==> config.mk <==
export PLATFORM = sky130hd
export DESIGN_NAME = wdt_latched_top
export DESIGN_NICKNAME = d
export VERILOG_FILES = /design/src/rtl/wdt_pkg.sv /design/src/rtl/wdt_strobe_sync.sv /design/src/rtl/wdt_period_counter.sv /design/src/rtl/wdt_status_latch.sv /design/src/rtl/wdt_latched_top.sv
export SDC_FILE = /design/constraint.sdc
export NUM_CORES = 1
export LEC_CHECK = 0
export BUFFER_PORTS_ARGS = -buffer_cell sky130_fd_sc_hd__buf_4
export CORE_AREA = 8 8 45 47
export DETAILED_ROUTE_END_ITERATION = 12
export DIE_AREA = 0 0 53 55
export SKIP_LAST_GASP = 1
export SLEW_MARGIN = 25
export SYNTH_ARGS = -nofsm -noshare
export SYNTH_HDL_FRONTEND = slang
export SYNTH_SLANG_ARGS = --single-unit
==> constraint.sdc <==
create_clock -name clk_i -period 1.4 [get_ports clk_i]
set_input_delay 0.42 -clock clk_i [delete_from_list [all_inputs] [get_ports clk_i]]
set_output_delay 0.42 -clock clk_i [all_outputs]
set_load 0.03 [all_outputs]
==> src/rtl/wdt_pkg.sv <==
package wdt_pkg;

    localparam int unsigned WDT_DEF_PERIOD = 8;
    localparam int unsigned WDT_DEF_SYNC   = 2;

    typedef enum logic [1:0] {
        ACT_HOLD    = 2'd0,
        ACT_FORCE   = 2'd1,
        ACT_RELEASE = 2'd2,
        ACT_SET     = 2'd3
    } status_act_e;

    typedef struct packed {
        logic active;
        logic restart;
        logic tick;
    } cnt_ctrl_t;

    // Priority: low supply, then disconnected strobe, then edge, then expiry.
    function automatic status_act_e pick_status_act(
        input logic supply_low,
        input logic open_strobe,
        input logic fall,
        input logic expire
    );
        if (supply_low)       return ACT_FORCE;
        else if (open_strobe) return ACT_RELEASE;
        else if (fall)        return ACT_RELEASE;
        else if (expire)      return ACT_SET;
        else                  return ACT_HOLD;
    endfunction

endpackage

==> src/rtl/wdt_strobe_sync.sv <==
module wdt_strobe_sync #(
    parameter int unsigned SYNC_STAGES = wdt_pkg::WDT_DEF_SYNC
) (
    input  logic clk_i,
    input  logic rst_i,
    input  logic strobe_i,
    output logic fall_o
);
    logic [SYNC_STAGES-1:0] chain_q;
    logic                   hist1_q;
    logic                   hist2_q;
    logic                   synced;

    genvar g;
    generate
        for (g = 0; g < SYNC_STAGES; g++) begin : g_stage
            if (g == 0) begin : g_first
                always_ff @(posedge clk_i) begin
                    if (rst_i) chain_q[0] <= 1'b1;
                    else       chain_q[0] <= strobe_i;
                end
            end else begin : g_next
                always_ff @(posedge clk_i) begin
                    if (rst_i) chain_q[g] <= 1'b1;
                    else       chain_q[g] <= chain_q[g-1];
                end
            end
        end
    endgenerate

    assign synced = chain_q[SYNC_STAGES-1];

    always_ff @(posedge clk_i) begin
        if (rst_i) begin
            hist1_q <= 1'b1;
            hist2_q <= 1'b1;
        end else begin
            hist1_q <= synced;
            hist2_q <= hist1_q;
        end
    end

    // high, then low on two consecutive synchronized samples
    assign fall_o = hist2_q & ~hist1_q & ~synced;

    AST_FALL_NOT_REPEATED: assert property (@(posedge clk_i) disable iff (rst_i)
        fall_o |=> !fall_o);

endmodule

==> src/rtl/wdt_period_counter.sv <==
module wdt_period_counter #(
    parameter int unsigned PERIOD_TICKS = wdt_pkg::WDT_DEF_PERIOD
) (
    input  logic                clk_i,
    input  logic                rst_i,
    input  wdt_pkg::cnt_ctrl_t  ctrl_i,
    output logic                expire_o,
    output logic                timeout_o
);
    localparam int unsigned CW = (PERIOD_TICKS > 2) ? $clog2(PERIOD_TICKS) : 1;
    localparam logic [CW-1:0] LAST = CW'(PERIOD_TICKS - 1);

    logic [CW-1:0] cnt_q;
    logic          tmo_q;

    initial begin
        if (PERIOD_TICKS < 2) $error("PERIOD_TICKS must be at least 2");
    end

    assign expire_o = ctrl_i.active & ~ctrl_i.restart & ctrl_i.tick & (cnt_q == LAST);

    always_ff @(posedge clk_i) begin
        if (rst_i || !ctrl_i.active || ctrl_i.restart) begin
            cnt_q <= '0;
        end else if (ctrl_i.tick) begin
            cnt_q <= expire_o ? '0 : cnt_q + 1'b1;
        end
    end

    always_ff @(posedge clk_i) begin
        if (rst_i) tmo_q <= 1'b0;
        else       tmo_q <= expire_o;
    end

    assign timeout_o = tmo_q;

    AST_IDLE_CLEARS_COUNT: assert property (@(posedge clk_i) disable iff (rst_i)
        !ctrl_i.active |=> cnt_q == '0);
    AST_IDLE_NO_TIMEOUT: assert property (@(posedge clk_i) disable iff (rst_i)
        !ctrl_i.active |=> !timeout_o);
    AST_PULSE_SINGLE: assert property (@(posedge clk_i) disable iff (rst_i)
        timeout_o |=> !timeout_o);
    AST_COUNT_BOUND: assert property (@(posedge clk_i) disable iff (rst_i)
        cnt_q <= LAST);
    AST_RESTART_CLEARS: assert property (@(posedge clk_i) disable iff (rst_i)
        ctrl_i.restart |=> cnt_q == '0);

endmodule

==> src/rtl/wdt_status_latch.sv <==
module wdt_status_latch (
    input  logic clk_i,
    input  logic rst_i,
    input  logic supply_low_i,
    input  logic strobe_open_i,
    input  logic fall_i,
    input  logic expire_i,
    output logic status_n_o
);
    import wdt_pkg::*;

    status_act_e act;
    logic        stat_n_q;

    assign act = pick_status_act(supply_low_i, strobe_open_i, fall_i, expire_i);

    always_ff @(posedge clk_i) begin
        if (rst_i) begin
            stat_n_q <= 1'b1;
        end else begin
            unique case (act)
                ACT_FORCE:   stat_n_q <= 1'b0;
                ACT_SET:     stat_n_q <= 1'b0;
                ACT_RELEASE: stat_n_q <= 1'b1;
                default:     stat_n_q <= stat_n_q;
            endcase
        end
    end

    assign status_n_o = stat_n_q;

    AST_SUPPLY_FORCES_LOW: assert property (@(posedge clk_i) disable iff (rst_i)
        supply_low_i |=> !status_n_o);
    AST_OPEN_RELEASES: assert property (@(posedge clk_i) disable iff (rst_i)
        (!supply_low_i && strobe_open_i) |=> status_n_o);
    AST_EDGE_RELEASES: assert property (@(posedge clk_i) disable iff (rst_i)
        (!supply_low_i && fall_i) |=> status_n_o);
    AST_EXPIRY_SETS: assert property (@(posedge clk_i) disable iff (rst_i)
        (expire_i && !strobe_open_i) |=> !status_n_o);
    AST_LATCH_HOLDS: assert property (@(posedge clk_i) disable iff (rst_i)
        (!supply_low_i && !strobe_open_i && !fall_i && !expire_i) |=> $stable(status_n_o));

endmodule

==> src/rtl/wdt_latched_top.sv <==
module wdt_latched_top #(
    parameter int unsigned PERIOD_TICKS = wdt_pkg::WDT_DEF_PERIOD,
    parameter int unsigned SYNC_STAGES  = wdt_pkg::WDT_DEF_SYNC
) (
    input  logic clk_i,
    input  logic rst_i,
    input  logic tick_int_i,
    input  logic tick_ext_i,
    input  logic base_sel_i,
    input  logic strobe_i,
    input  logic strobe_open_i,
    input  logic supply_low_i,
    input  logic reset_active_i,
    output logic timeout_req_o,
    output logic status_n_o
);
    import wdt_pkg::*;

    logic      fall;
    logic      expire;
    logic      tick_sel;
    cnt_ctrl_t ctrl;

    assign tick_sel = base_sel_i ? tick_ext_i : tick_int_i;

    assign ctrl.active  = ~reset_active_i & ~supply_low_i & ~strobe_open_i;
    assign ctrl.restart = fall;
    assign ctrl.tick    = tick_sel;

    wdt_strobe_sync #(.SYNC_STAGES(SYNC_STAGES)) u_sync (
        .clk_i    (clk_i),
        .rst_i    (rst_i),
        .strobe_i (strobe_i),
        .fall_o   (fall)
    );

    wdt_period_counter #(.PERIOD_TICKS(PERIOD_TICKS)) u_cnt (
        .clk_i     (clk_i),
        .rst_i     (rst_i),
        .ctrl_i    (ctrl),
        .expire_o  (expire),
        .timeout_o (timeout_req_o)
    );

    wdt_status_latch u_stat (
        .clk_i         (clk_i),
        .rst_i         (rst_i),
        .supply_low_i  (supply_low_i),
        .strobe_open_i (strobe_open_i),
        .fall_i        (fall),
        .expire_i      (expire),
        .status_n_o    (status_n_o)
    );

    AST_RESET_HOLDS_OFF: assert property (@(posedge clk_i) disable iff (rst_i)
        reset_active_i |=> !timeout_req_o);
    AST_TIMEOUT_WITH_STATUS: assert property (@(posedge clk_i) disable iff (rst_i)
        timeout_req_o |-> !status_n_o || $past(strobe_open_i));

endmodule

### Yosys cells after proc, flatten, opt, wreduce, memory -nomap -nowiden

Cells that the tools add are included.

* add/subtract/negate cells: 1
* equality and inequality tests: 4
* muxes and demuxes: 7
* bitwise operators: 13
* reductions and logical operators: 5

Operators by type and width (count)
* $mux W2: 4
* $and A1 B1 Y1: 7
* $not A1 Y1: 6
* $eq A2 B2 Y1 const B: 2
* $add A3 B1 Y3 const B: 1
* $eq A3 B3 Y1 const B: 1
* $mux W3: 1
* $eq A2 B1 Y1 const B: 1
* $logic_or A1 B1 Y1: 2
* $pmux W1 S2: 1
* $reduce_bool A2 Y1: 1
* $reduce_or A2 Y1: 1
* $logic_not A1 Y1: 1
* $mux W1: 1

* register bits after elaboration: 9
* input port bits: 9
* output and inout bits: 2
* logic and storage cells: 37

### Longest topological paths before layout

Gate-level depths: netlist (run 1).

* depth in word-level cells: 14
* gate-level depth with buffers: 5
* gate-level depth less buffers: 5

### Cells and area by module

A second synthesis (run 1) with hierarchy kept.

* cell total of the unflattened synthesis: 33
* area total of the unflattened synthesis: 364.1 µm²

Modules (own cells, without submodules)
* wdt_period_counter: times used 1, cells an instance 18, area an instance 187.7 µm², seq. area each 80.1 µm²
* wdt_strobe_sync: times used 1, cells an instance 9, area an instance 112.6 µm², seq. area each 80.1 µm²
* wdt_status_latch: times used 1, cells an instance 4, area an instance 43.8 µm², seq. area each 20.0 µm²
* wdt_latched_top: times used 1, cells an instance 2, area an instance 20.0 µm², seq. area each 0.0 µm²

### Least setup slack after synthesis (run 1)

No wires, ideal clock.

* path type: register to register
* start point: reg u_cnt.cnt_q[0]
* end point: reg u_cnt.cnt_q[2]
* setup time: 0.070 ns
* arrival time: 1.185 ns
* required time: 1.330 ns
* slack: 0.145 ns
* cell stages (with the launch flop): 5
* buffers on the path: 0
* period minus slack after synthesis: 1.255 ns
* cells stage by stage: dfxtp_1 ha_1 ha_1 or3b_1 a21oi_1

* longest elaborated chain between the ends: 3
* elaborated cells between the ends (all ways): 4
* those cells by class: add/sub (1); eq/ne (1); mux (1); bitwise (1)

RTL lines
* start: declaration: RTL line wdt_period_counter.sv:13 `logic [CW-1:0] cnt_q;`
* start signal: assignment: RTL line wdt_period_counter.sv:26 `cnt_q <= expire_o ? '0 : cnt_q + 1'b1;`
* parallel branches: the longest is 2 deep, another holds $add A3 B1 Y3
* $mux W3 (*): RTL line wdt_period_counter.sv:26

Every way passes the cells marked *.
A chain may end at the register's enable or synchronous reset.

### Final worst setup path (run 1)

Same ends and word-level chain as after synthesis.

==> flow_results.xml, run 1 <==
<?xml version="1.0" encoding="UTF-8"?>
<metrics>
  <group name="run_status">
    <metric name="run_status" unit="">complete, no violations</metric>
  </group>
  <group name="detailed_routing">
    <metric name="dr.pass1.iters" unit="">2</metric>
    <metric name="drt.antenna.violating_nets" unit="">0</metric>
    <metric name="detailroute.via_count" unit="">279</metric>
    <metric name="detailedRoute.firstIterationViolations" unit="">3</metric>
    <metric name="drt-vias-per-instance" unit="">4.359</metric>
    <metric name="wire_length_reported_by_the_detailed_router" unit="um">659</metric>
    <metric name="route.detailed.wl_per_inst" unit="um">10.30</metric>
    <metric name="drt_drc_violations_left" unit="">0</metric>
  </group>
  <group name="sta">
    <metric name="max_clock_freq" unit="MHz">727.5</metric>
    <metric name="timing.setup.tns" unit="ns">0</metric>
    <metric name="setup_violations" unit="">0</metric>
    <metric name="slew_violations" unit="">0</metric>
    <metric name="finalClockSkew" unit="ns">0.006870</metric>
    <metric name="hold-worst-slack" unit="ns">0.3367</metric>
    <metric name="period_needed" unit="ns">1.375</metric>
    <metric name="relSlewSlack" unit="">0.7272</metric>
    <metric name="transition_time_at_the_pin_with_the_least_slew_margin" unit="ns">0.4013</metric>
    <metric name="worst_slack" unit="ns">0.02534</metric>
    <metric name="hold_viol" unit="">0</metric>
    <metric name="final.period_utilization" unit="">0.9819</metric>
  </group>
  <group name="power_and_ir_drop">
    <metric name="power.share.switching" unit="">0.2157</metric>
    <metric name="p_leak" unit="uW">0.0001933</metric>
    <metric name="internal-power" unit="uW">398.7</metric>
    <metric name="sequentialPowerShare" unit="">0.522</metric>
    <metric name="comb_power_share" unit="">0.093</metric>
    <metric name="pwr_density_cell" unit="mW/mm^2">1081</metric>
    <metric name="power.ir.vdd_worst" unit="mV">0.4178</metric>
    <metric name="p_sw" unit="uW">109.7</metric>
    <metric name="clock_power_share" unit="">0.386</metric>
  </group>
  <group name="synth">
    <metric name="yosys.cell_types.count" unit="">15</metric>
    <metric name="synth_cells" unit="">34</metric>
    <metric name="post_synth_main_area_contributors" unit="">sky130_fd_sc_hd__dfxtp_1 (52%), sky130_fd_sc_hd__or3b_1 (7.6%), sky130_fd_sc_hd__ha_1 (7.2%)</metric>
    <metric name="synth-edff-count" unit="">0</metric>
    <metric name="postSynth.asyncResetShare" unit="">0</metric>
    <metric name="most_used_flip_flop_cell_after_synthesis" unit="">sky130_fd_sc_hd__dfxtp_1</metric>
    <metric name="synth_common_cells" unit="">sky130_fd_sc_hd__dfxtp_1 (9), sky130_fd_sc_hd__or2_2 (4), sky130_fd_sc_hd__a21oi_1 (3), sky130_fd_sc_hd__nand2_1 (3), sky130_fd_sc_hd__or3b_1 (3)</metric>
    <metric name="synth_fp_nets" unit="">45</metric>
    <metric name="synth-warning-count" unit="">0</metric>
    <metric name="post_synth.cell_area_avg" unit="um^2">10.19</metric>
    <metric name="ys_ff_latch" unit="">9</metric>
    <metric name="yosysSeqAreaShare" unit="">0.5199</metric>
    <metric name="yosys.cell_count.top_type" unit="">sky130_fd_sc_hd__dfxtp_1</metric>
    <metric name="yosys.area.top_type" unit="">sky130_fd_sc_hd__dfxtp_1</metric>
    <metric name="synth.cell_area" unit="um^2">346.6</metric>
    <metric name="synth_top_cell_area_share" unit="">0.5199</metric>
  </group>
  <group name="global_route">
    <metric name="grt_pass1_wl" unit="um">966</metric>
    <metric name="groute.layer.met2.usage" unit="">0.07422</metric>
    <metric name="grtUsageTotal" unit="">0.04655</metric>
    <metric name="vias_in_the_first_global_route" unit="">268</metric>
    <metric name="globalRouteMet3Util" unit="">0.02674</metric>
    <metric name="antenna_found_initial" unit="">0</metric>
    <metric name="top_usage_layer" unit="">met2</metric>
    <metric name="grt_start_max_net_pins" unit="">9</metric>
    <metric name="grtUsageMet1" unit="">0.04281</metric>
    <metric name="gr-total-overflow" unit="">0</metric>
  </group>
  <group name="hold_path">
    <metric name="min_path_cells" unit="">2</metric>
    <metric name="min-delay-start" unit="">supply_low_i</metric>
    <metric name="hold-path-endpoint" unit="">u_stat.status_n_o</metric>
    <metric name="timing.hold.worst.class" unit="">input port to flip-flop</metric>
  </group>
  <group name="worst_setup_path">
    <metric name="crit_path_start_kind" unit="">flip-flop</metric>
    <metric name="worst_path_dominant_cell_family" unit="">adder cells</metric>
    <metric name="critical_path.max_stage_delay" unit="ns">0.35</metric>
    <metric name="critPathBufInv" unit="">0</metric>
    <metric name="worst_path_max_delay_cell" unit="">sky130_fd_sc_hd__or3b_1</metric>
    <metric name="timing.rr.end" unit="">u_cnt.cnt_q[2]</metric>
    <metric name="crit_path_end_kind" unit="">flip-flop</metric>
    <metric name="cp_cell_sequence" unit="">ha_1 &gt; ha_2 &gt; or3b_1 &gt; a21oi_1</metric>
    <metric name="data_required_time_at_the_worst_endpoint" unit="ns">1.59</metric>
    <metric name="critical_path_at" unit="ns">1.57</metric>
    <metric name="reg2reg_slack" unit="ns">0.03</metric>
    <metric name="timing.reg2reg.worst_path_depth" unit="">4</metric>
    <metric name="regToRegStartpoint" unit="">u_cnt.cnt_q[0]</metric>
    <metric name="criticalPathCategory" unit="">flip-flop to flip-flop</metric>
    <metric name="cp-startpoint" unit="">u_cnt.cnt_q[0]</metric>
    <metric name="maximum_fanout_along_the_worst_path" unit="">3</metric>
  </group>
  <group name="final_layout">
    <metric name="finalInstanceArea" unit="um^2">470.5</metric>
    <metric name="drive_above_1_share" unit="">0.3958</metric>
    <metric name="stdcell_count" unit="">64</metric>
    <metric name="count_of_inserted_antenna_diode_cells" unit="">0</metric>
    <metric name="layout.filler_cells" unit="">144</metric>
    <metric name="finalNetCount" unit="">60</metric>
    <metric name="syn_to_final_growth" unit="%">35.74</metric>
  </group>
  <group name="clocking">
    <metric name="post-cts-setup-buffers" unit="">0</metric>
    <metric name="cts_inserted_buffers" unit="">3</metric>
    <metric name="tritoncts" unit="">yes</metric>
    <metric name="cts-hold-fix-buffers" unit="">0</metric>
    <metric name="clock_latency" unit="ns">0.26</metric>
    <metric name="clock_sinks" unit="">9</metric>
    <metric name="ctsLongestPathBuffers" unit="">2</metric>
    <metric name="path_clk_slew" unit="ns">0.06</metric>
    <metric name="cts-root-buf" unit="">sky130_fd_sc_hd__clkbuf_4</metric>
    <metric name="htree_num_levels" unit="">1</metric>
  </group>
  <group name="floorplanning">
    <metric name="design.die.area" unit="mm^2">0.002915</metric>
    <metric name="initial_core_util" unit="">0.2505</metric>
    <metric name="rows" unit="">14</metric>
    <metric name="design.core.area" unit="mm^2">0.001384</metric>
    <metric name="die_ht" unit="um">55</metric>
    <metric name="die_x" unit="um">53</metric>
    <metric name="boundaryPins" unit="">11</metric>
  </group>
  <group name="placed_design">
    <metric name="placement.io_buffers" unit="">10</metric>
    <metric name="placed_cells_incl_taps" unit="">60</metric>
    <metric name="placement.cell_area" unit="um^2">441.7</metric>
    <metric name="place_hpwl" unit="um">503.8</metric>
    <metric name="placement.setup.worst_slack" unit="ns">0.08208</metric>
    <metric name="place_congestion" unit="">0.6800</metric>
  </group>
  <group name="job">
    <metric name="maxCapViolations" unit="">0</metric>
  </group>
</metrics>
[power groups by stage]
| stage | registers [uW] | logic [uW] | clock network, uW |
|---|---|---|---|
| 2_1_floorplan | 275 | 16.5 | 0 |
| 3_3_place_gp | 271 | 46.9 | 0 |
| 3_5_place_dp | 271 | 47.4 | 0 |
| 4_1_cts | 265 | 47.6 | 205 |
| 5_1_grt | 266 | 50.8 | 216 |
| 6_report | 265 | 47.0 | 196 |
[worst max path at each step]
stage	to	slack (ns)	cells after the start
2_1_floorplan	u_cnt.cnt_q[2]	0.14	4
3_3_place_gp	u_cnt.cnt_q[1]	0.09	4
3_5_place_dp	u_cnt.cnt_q[2]	0.08	4
4_1_cts	u_cnt.cnt_q[1]	0.07	4
5_1_grt	u_cnt.cnt_q[2]	-0.03	4
6_report	u_cnt.cnt_q[2]	0.03	4
[cell type report]
| type | count | area (um^2) | share of cell area |
|---|---|---|---|
| flip-flops and latches | 9 | 180.2 | 0.3830 |
| multi-input cells | 24 | 165.2 | 0.3511 |
| repair buffers | 10 | 75.07 | 0.1596 |
| clock buffers | 4 | 26.28 | 0.05585 |
| well taps | 16 | 20.02 | 0.04255 |
| inverters | 1 | 3.754 | 0.007979 |
[registers in the layout, summed over array words and instances, names as in the netlist]
register / flops
u_sync.hist2_q: 1
u_cnt.timeout_o: 1
u_cnt.cnt_q: 3
u_sync.hist1_q: 1
u_stat.status_n_o: 1
u_sync.chain_q: 1
u_sync.synced: 1
[per-layer routing]
layer | vias up | part of all wire
met1 | 131 | 0.43
li1 | 144 | -
met5 | - | 0
met3 | 0 | 0.044
met2 | 4 | 0.53
met4 | 0 | 0
[stage by stage]
| step | power, uW | utilization |
|---|---|---|
| floorplan | 291.2 | - |
| global placement | 317.8 | 0.3192 |
| detailed placement | 318.3 | 0.3192 |
| CTS | 517.9 | 0.3382 |
| global route | 532.7 | 0.3400 |
| finish | 508.4 | 0.3400 |
[cell families (layout without fill, tap and decap cells)]
group,Yosys count,after routing,synth area share
and+or+nand+nor,16,16,0.2744
DFF,9,9,0.5198
AOI/OAI and AO/OA,5,5,0.08301
adders and majority gates,2,2,0.07219
muxes,1,1,0.03970
buffers and inverters,1,15,0.01082
[cell usage in the layout (no fill, tap or decap)]
cell	instances
sky130_fd_sc_hd__o21ai_1	1
sky130_fd_sc_hd__inv_1	1
sky130_fd_sc_hd__a21oi_1	3
sky130_fd_sc_hd__nand2_1	3
sky130_fd_sc_hd__buf_4	10
sky130_fd_sc_hd__a32oi_1	1
sky130_fd_sc_hd__clkbuf_4	3
sky130_fd_sc_hd__dfxtp_1	9
sky130_fd_sc_hd__ha_2	1
sky130_fd_sc_hd__clkbuf_1	1
sky130_fd_sc_hd__nor2_1	2
sky130_fd_sc_hd__nor3b_1	1
sky130_fd_sc_hd__or3_1	1
sky130_fd_sc_hd__nand2b_1	1
sky130_fd_sc_hd__or2_2	4
sky130_fd_sc_hd__mux2i_2	1
sky130_fd_sc_hd__ha_1	1
sky130_fd_sc_hd__or3b_1	3
sky130_fd_sc_hd__nand3_1	1
[worst reg2reg max path: stages, from the launching register on]
cell and delay, ns:
sky130_fd_sc_hd__dfxtp_1 0.32, sky130_fd_sc_hd__ha_1 0.20, sky130_fd_sc_hd__ha_2 0.30, sky130_fd_sc_hd__or3b_1 0.35, sky130_fd_sc_hd__a21oi_1 0.14
[what timing repair did]
item,4_1_cts,5_1_grt
gates resized for setup,0,1
hold endpoints to repair,0,0
setup endpoints to repair,0,1
(Power assumes the default switching activity.)
==> inputs of run 2 (changes only) <==
--- a/config.mk
+++ b/config.mk
@@ -9,6 +9,7 @@
 export CORE_AREA = 8 8 45 47
 export DETAILED_ROUTE_END_ITERATION = 12
 export DIE_AREA = 0 0 53 55
+export RECOVER_POWER = 50
 export SKIP_LAST_GASP = 1
 export SLEW_MARGIN = 25
 export SYNTH_ARGS = -nofsm -noshare
==> run 2 against run 1 <==
Sequential power about the same. Critical path depth unchanged. Cell area decreased by 0.80%. Critical path type unchanged.
==> flow_results.xml, run 2 (synthesis gave the netlist of run 1 again) <==
<?xml version="1.0" encoding="UTF-8"?>
<metrics>
  <group name="run_status">
    <metric name="run_status" unit="">complete, no violations</metric>
  </group>
  <group name="power_and_ir_drop">
    <metric name="comb_power_share" unit="">0.090</metric>
    <metric name="p_sw" unit="uW">109.7</metric>
    <metric name="sequentialPowerShare" unit="">0.523</metric>
    <metric name="power.ir.vdd_worst" unit="mV">0.4177</metric>
    <metric name="pwr_density_cell" unit="mW/mm^2">1087</metric>
    <metric name="internal-power" unit="uW">397.5</metric>
    <metric name="power.share.switching" unit="">0.2163</metric>
    <metric name="p_leak" unit="uW">0.0001897</metric>
    <metric name="clock_power_share" unit="">0.387</metric>
  </group>
  <group name="floorplanning">
    <metric name="design.die.area" unit="mm^2">0.002915</metric>
    <metric name="die_x" unit="um">53</metric>
    <metric name="design.core.area" unit="mm^2">0.001384</metric>
    <metric name="die_ht" unit="um">55</metric>
    <metric name="boundaryPins" unit="">11</metric>
    <metric name="initial_core_util" unit="">0.2505</metric>
    <metric name="rows" unit="">14</metric>
  </group>
  <group name="detailed_routing">
    <metric name="drt_drc_violations_left" unit="">0</metric>
    <metric name="wire_length_reported_by_the_detailed_router" unit="um">661</metric>
    <metric name="drt.antenna.violating_nets" unit="">0</metric>
    <metric name="detailedRoute.firstIterationViolations" unit="">3</metric>
    <metric name="dr.pass1.iters" unit="">2</metric>
    <metric name="detailroute.via_count" unit="">278</metric>
    <metric name="drt-vias-per-instance" unit="">4.344</metric>
    <metric name="route.detailed.wl_per_inst" unit="um">10.33</metric>
  </group>
  <group name="global_route">
    <metric name="antenna_found_initial" unit="">0</metric>
    <metric name="gr-total-overflow" unit="">0</metric>
    <metric name="grtUsageTotal" unit="">0.04655</metric>
    <metric name="vias_in_the_first_global_route" unit="">268</metric>
    <metric name="grt_pass1_wl" unit="um">966</metric>
    <metric name="grt_start_max_net_pins" unit="">9</metric>
  </group>
  <group name="worst_setup_path">
    <metric name="critPathBufInv" unit="">0</metric>
    <metric name="crit_path_end_kind" unit="">flip-flop</metric>
    <metric name="critical_path_at" unit="ns">1.57</metric>
    <metric name="regToRegStartpoint" unit="">u_cnt.cnt_q[0]</metric>
    <metric name="crit_path_start_kind" unit="">flip-flop</metric>
    <metric name="critical_path.max_stage_delay" unit="ns">0.35</metric>
    <metric name="worst_path_dominant_cell_family" unit="">adder cells</metric>
    <metric name="maximum_fanout_along_the_worst_path" unit="">3</metric>
    <metric name="cp-startpoint" unit="">u_cnt.cnt_q[0]</metric>
    <metric name="worst_path_max_delay_cell" unit="">sky130_fd_sc_hd__or3b_1</metric>
    <metric name="data_required_time_at_the_worst_endpoint" unit="ns">1.59</metric>
    <metric name="cp_cell_sequence" unit="">ha_1 &gt; ha_2 &gt; or3b_1 &gt; a21oi_1</metric>
    <metric name="criticalPathCategory" unit="">flip-flop to flip-flop</metric>
  </group>
  <group name="placed_design">
    <metric name="place_hpwl" unit="um">503.8</metric>
    <metric name="placement.setup.worst_slack" unit="ns">0.08208</metric>
    <metric name="placement.io_buffers" unit="">10</metric>
    <metric name="place_congestion" unit="">0.6800</metric>
  </group>
  <group name="clocking">
    <metric name="cts-root-buf" unit="">sky130_fd_sc_hd__clkbuf_4</metric>
    <metric name="post-cts-setup-buffers" unit="">0</metric>
    <metric name="cts_inserted_buffers" unit="">3</metric>
    <metric name="cts-hold-fix-buffers" unit="">0</metric>
    <metric name="path_clk_slew" unit="ns">0.06</metric>
    <metric name="clock_sinks" unit="">9</metric>
    <metric name="clock_latency" unit="ns">0.26</metric>
    <metric name="ctsLongestPathBuffers" unit="">2</metric>
    <metric name="htree_num_levels" unit="">1</metric>
    <metric name="tritoncts" unit="">yes</metric>
  </group>
  <group name="final_layout">
    <metric name="multi_input_area" unit="um^2">165.2</metric>
    <metric name="finalNetCount" unit="">60</metric>
    <metric name="most_flop_heavy_register" unit="">u_cnt.cnt_q</metric>
    <metric name="syn_to_final_growth" unit="%">34.66</metric>
    <metric name="final-seq-area" unit="um^2">180.2</metric>
    <metric name="layout.filler_cells" unit="">143</metric>
    <metric name="max_reg_flops" unit="">3</metric>
    <metric name="layout_common_cells" unit="">sky130_fd_sc_hd__buf_4 (9), sky130_fd_sc_hd__dfxtp_1 (9), sky130_fd_sc_hd__or2_2 (4)</metric>
    <metric name="count_of_inserted_antenna_diode_cells" unit="">0</metric>
    <metric name="drive_above_1_share" unit="">0.3750</metric>
  </group>
  <group name="sta">
    <metric name="worst_slack" unit="ns">0.02530</metric>
    <metric name="final.period_utilization" unit="">0.9819</metric>
    <metric name="period_needed" unit="ns">1.375</metric>
    <metric name="finalClockSkew" unit="ns">0.006835</metric>
    <metric name="relSlewSlack" unit="">0.7272</metric>
    <metric name="slew_violations" unit="">0</metric>
    <metric name="transition_time_at_the_pin_with_the_least_slew_margin" unit="ns">0.4013</metric>
    <metric name="setup_violations" unit="">0</metric>
    <metric name="hold_viol" unit="">0</metric>
    <metric name="hold-worst-slack" unit="ns">0.3367</metric>
    <metric name="max_clock_freq" unit="MHz">727.4</metric>
  </group>
  <group name="hold_path">
    <metric name="timing.hold.worst.class" unit="">input port to flip-flop</metric>
    <metric name="min-delay-start" unit="">supply_low_i</metric>
  </group>
  <group name="job">
    <metric name="maxCapViolations" unit="">0</metric>
  </group>
</metrics>
-- run 2: cell types whose count changed in the layout (fill, tap and decap cells not counted) --
cell,before,now
sky130_fd_sc_hd__clkbuf_1,1,2
sky130_fd_sc_hd__buf_4,10,9
-- run 2: routing by layer --
metal	up-vias	share of wire	GRT usage
met1	130	0.43	0.04281
li1	144	-	-
met4	0	0	0.03879
met5	-	0	0
met3	0	0.044	0.02674
met2	4	0.52	0.07422
-- run 2: path summary, 6_finish.rpt --
| path | to | slack (ns) | cells past startpoint |
|---|---|---|---|
| worst max-delay path | u_cnt.cnt_q[2] | 0.03 | 4 |
| worst min register to register | u_sync.synced | 0.41 | 1 |
| worst max register to register | u_cnt.cnt_q[2] | 0.03 | 4 |
| worst min-delay path | u_stat.status_n_o | 0.34 | 2 |
-- run 2: cell type report --
type                            instances  share of cell area
Multi-Input combinational cell         24              0.3539
Sequential cell                         9              0.3861
Clock buffer                            4             0.05630
Timing Repair Buffer                   10              0.1528
Tap cell                               16             0.04290
Inverter                                1            0.008043
-- run 2: repair_timing --
action | CTS | global route
endpoints found under the setup margin | 0 | 1
resized for setup | 0 | 1
hold endpoints to repair | 0 | 0
-- run 2: through the flow --
stage	instance area (um^2)	TNS, ns	total power (uW)	util	cells
final	466.7	0	507.2	0.3373	64
after floorplan	346.6	0	291.2	-	34
after global routing	466.7	-0.02649	531.4	0.3373	64
after detailed placement	441.7	0	318.3	0.3192	60
after CTS	467.9	0	517.9	0.3382	64
after global placement	441.7	0	317.8	0.3192	60
-- run 2: power groups by stage --
| stage | logic (uW) | clock network, uW | registers [uW] |
|---|---|---|---|
| 4_1_cts | 47.6 | 205 | 265 |
| 2_1_floorplan | 16.5 | 0 | 275 |
| 6_report | 45.8 | 196 | 265 |
| 5_1_grt | 49.5 | 216 | 266 |
| 3_5_place_dp | 47.4 | 0 | 271 |
| 3_3_place_gp | 46.9 | 0 | 271 |
==> inputs of run 3 (changes only) <==
--- a/config.mk
+++ b/config.mk
@@ -6,9 +6,9 @@
 export NUM_CORES = 1
 export LEC_CHECK = 0
 export BUFFER_PORTS_ARGS = -buffer_cell sky130_fd_sc_hd__buf_4
-export CORE_AREA = 8 8 45 47
+export CORE_AREA = 2 2 39 41
 export DETAILED_ROUTE_END_ITERATION = 12
-export DIE_AREA = 0 0 53 55
+export DIE_AREA = 0 0 41 43
 export RECOVER_POWER = 50
 export SKIP_LAST_GASP = 1
 export SLEW_MARGIN = 25
==> run 3 against run 2 <==
Clock skew decreased by 0.0066 ns. Cell area down 0.54%. Register-to-register slack better by 0.05 ns. First-iteration DRC count stayed put. Count of clock-buffer cells in the layout is the same. Power decreased by 1.0%. Sequential share of layout area rose by 0.21 points. Sequential power barely moved. Maximum frequency rose by 3.7%. Hold slack better by 0.0044 ns. Critical path type unchanged. Largest cell class unchanged.
==> flow_results.xml, run 3 (synthesis gave the netlist of run 1 again) <==
<?xml version="1.0" encoding="UTF-8"?>
<metrics>
  <group name="placed_design">
    <metric name="place_congestion" unit="">0.6058</metric>
    <metric name="placement.io_buffers" unit="">10</metric>
    <metric name="placement.cell_area" unit="um^2">441.7</metric>
    <metric name="placement.setup.worst_slack" unit="ns">0.09494</metric>
  </group>
  <group name="global_route">
    <metric name="grt_pass1_wl" unit="um">1048</metric>
    <metric name="antenna_found_initial" unit="">0</metric>
    <metric name="grt_start_max_net_pins" unit="">9</metric>
    <metric name="vias_in_the_first_global_route" unit="">270</metric>
    <metric name="gr-total-overflow" unit="">0</metric>
    <metric name="grtUsageTotal" unit="">0.09375</metric>
  </group>
  <group name="detailed_routing">
    <metric name="drt.antenna.violating_nets" unit="">0</metric>
    <metric name="dr.pass1.iters" unit="">3</metric>
    <metric name="drt-vias-per-instance" unit="">4.250</metric>
    <metric name="wire_length_reported_by_the_detailed_router" unit="um">563</metric>
    <metric name="detailedRoute.firstIterationViolations" unit="">3</metric>
    <metric name="detailroute.via_count" unit="">272</metric>
    <metric name="drt_drc_violations_left" unit="">0</metric>
    <metric name="route.detailed.wl_per_inst" unit="um">8.797</metric>
  </group>
  <group name="worst_setup_path">
    <metric name="regToRegStartpoint" unit="">u_cnt.cnt_q[0]</metric>
    <metric name="critPathBufInv" unit="">0</metric>
    <metric name="crit_path_end_kind" unit="">flip-flop</metric>
    <metric name="maximum_fanout_along_the_worst_path" unit="">3</metric>
    <metric name="timing.reg2reg.worst_path_depth" unit="">4</metric>
    <metric name="critical-path-top-cell-by-count" unit="">sky130_fd_sc_hd__ha_1</metric>
    <metric name="worst_path_max_delay_cell" unit="">sky130_fd_sc_hd__or3b_1</metric>
    <metric name="reg2reg_slack" unit="ns">0.07</metric>
    <metric name="critical_path_at" unit="ns">1.51</metric>
    <metric name="cp_cell_sequence" unit="">ha_1 &gt; ha_1 &gt; or3b_1 &gt; a21oi_1</metric>
    <metric name="critical_path.max_stage_delay" unit="ns">0.34</metric>
    <metric name="worst_path_dominant_cell_family" unit="">adder cells</metric>
    <metric name="data_required_time_at_the_worst_endpoint" unit="ns">1.59</metric>
    <metric name="crit_path_start_kind" unit="">flip-flop</metric>
    <metric name="timing.rr.end" unit="">u_cnt.cnt_q[2]</metric>
    <metric name="criticalPathCategory" unit="">flip-flop to flip-flop</metric>
  </group>
  <group name="floorplanning">
    <metric name="die_ht" unit="um">43</metric>
    <metric name="rows" unit="">14</metric>
    <metric name="die_x" unit="um">41</metric>
    <metric name="design.die.area" unit="mm^2">0.001763</metric>
    <metric name="initial_core_util" unit="">0.2505</metric>
    <metric name="design.core.area" unit="mm^2">0.001384</metric>
    <metric name="boundaryPins" unit="">11</metric>
  </group>
  <group name="clocking">
    <metric name="ctsLongestPathBuffers" unit="">2</metric>
    <metric name="cts_inserted_buffers" unit="">3</metric>
    <metric name="cts-root-buf" unit="">sky130_fd_sc_hd__clkbuf_4</metric>
    <metric name="post-cts-setup-buffers" unit="">0</metric>
    <metric name="tritoncts" unit="">yes</metric>
    <metric name="path_clk_slew" unit="ns">0.06</metric>
    <metric name="cts_resized" unit="">0</metric>
    <metric name="htree_num_levels" unit="">1</metric>
    <metric name="clock_sinks" unit="">9</metric>
    <metric name="clock_latency" unit="ns">0.25</metric>
    <metric name="cts-hold-fix-buffers" unit="">0</metric>
  </group>
  <group name="final_layout">
    <metric name="count_of_inserted_antenna_diode_cells" unit="">0</metric>
    <metric name="layout_common_cells" unit="">sky130_fd_sc_hd__buf_4 (9), sky130_fd_sc_hd__dfxtp_1 (9), sky130_fd_sc_hd__or2_2 (4)</metric>
    <metric name="most_flop_heavy_register" unit="">u_cnt.cnt_q</metric>
    <metric name="finalNetCount" unit="">60</metric>
    <metric name="max_reg_flops" unit="">3</metric>
    <metric name="drive_above_1_share" unit="">0.3542</metric>
    <metric name="finalInstanceArea" unit="um^2">464.2</metric>
    <metric name="finalCoreUtilization" unit="">0.3354</metric>
    <metric name="syn_to_final_growth" unit="%">33.94</metric>
  </group>
  <group name="power_and_ir_drop">
    <metric name="pwr_density_cell" unit="mW/mm^2">1081</metric>
    <metric name="p_leak" unit="uW">0.0001929</metric>
    <metric name="power.ir.vdd_worst" unit="mV">0.6486</metric>
    <metric name="total_power" unit="uW">501.8</metric>
  </group>
  <group name="sta">
    <metric name="worst_slack" unit="ns">0.07377</metric>
    <metric name="transition_time_at_the_pin_with_the_least_slew_margin" unit="ns">0.3825</metric>
    <metric name="relSlewSlack" unit="">0.7399</metric>
    <metric name="slew_violations" unit="">0</metric>
    <metric name="timing.setup.tns" unit="ns">0</metric>
    <metric name="period_needed" unit="ns">1.326</metric>
    <metric name="max_clock_freq" unit="MHz">754.0</metric>
    <metric name="setup_violations" unit="">0</metric>
    <metric name="hold_viol" unit="">0</metric>
    <metric name="unrepaired_setup_endpoints_after_global_routing" unit="">false</metric>
    <metric name="final.period_utilization" unit="">0.9473</metric>
    <metric name="finalClockSkew" unit="ns">0.0002424</metric>
  </group>
  <group name="run_status">
    <metric name="run_status" unit="">complete, no violations</metric>
  </group>
  <group name="hold_path">
    <metric name="min_path_cells" unit="">2</metric>
    <metric name="timing.hold.worst.class" unit="">input port to flip-flop</metric>
    <metric name="min-delay-start" unit="">supply_low_i</metric>
    <metric name="hold-path-endpoint" unit="">u_stat.status_n_o</metric>
  </group>
  <group name="job">
    <metric name="maxCapViolations" unit="">0</metric>
  </group>
</metrics>
==> run 3: worst register-to-register path: cells and delay by family (launching register included) <==
| family | cells | cell delay (ns) |
|---|---|---|
| adders and majority gates | 2 | 0.46 |
| and+or+nand+nor | 1 | 0.34 |
| DFF | 1 | 0.32 |
| AOI/OAI and AO/OA | 1 | 0.14 |
==> run 3: worst max-delay path by stage <==
stage          cells after the start             end           start
3_5_place_dp                       4  u_cnt.cnt_q[2]      base_sel_i
5_1_grt                            4  u_cnt.cnt_q[1]  u_cnt.cnt_q[0]
3_3_place_gp                       4  u_cnt.cnt_q[1]      base_sel_i
6_report                           4  u_cnt.cnt_q[2]  u_cnt.cnt_q[0]
4_1_cts                            4  u_cnt.cnt_q[2]  u_cnt.cnt_q[0]
2_1_floorplan                      4  u_cnt.cnt_q[2]  u_cnt.cnt_q[0]
==> run 3: area by class of cell <==
class                           count  area, um^2
Inverter                            1       3.754
Fill cell                         150       919.6
Clock buffer                        4       26.28
Multi-Input combinational cell     24       162.7
Timing Repair Buffer               10       71.32
Tap cell                           16       20.02
Sequential cell                     9       180.2
==> run 3: routing by layer <==
metal | track usage | vias to the layer above | routed length (um)
met4 | 0.04000 | 0 | 0
met3 | 0.07853 | 0 | 42
met2 | 0.1219 | 8 | 268
met5 | 0 | - | 0
met1 | 0.1075 | 117 | 252
li1 | - | 147 | -
==> run 3: stage by stage <==
step                hold WS, ns  std cells
floorplan                0.3895         34
global placement         0.3988         60
detailed placement       0.3975         60
CTS                      0.3296         64
global route             0.3256         64
finish                   0.3411         64
==> run 3: where the power goes <==
| group | leakage [uW] | total, uW | switching (uW) | internal, uW |
|---|---|---|---|---|
| logic | 0.000104 | 44.9 | 19.9 | 25.0 |
| clock network | 0.0000150 | 192 | 82.3 | 109 |
| registers | 0.0000736 | 265 | 2.47 | 263 |
| total | 0.000193 | 502 | 105 | 397 |
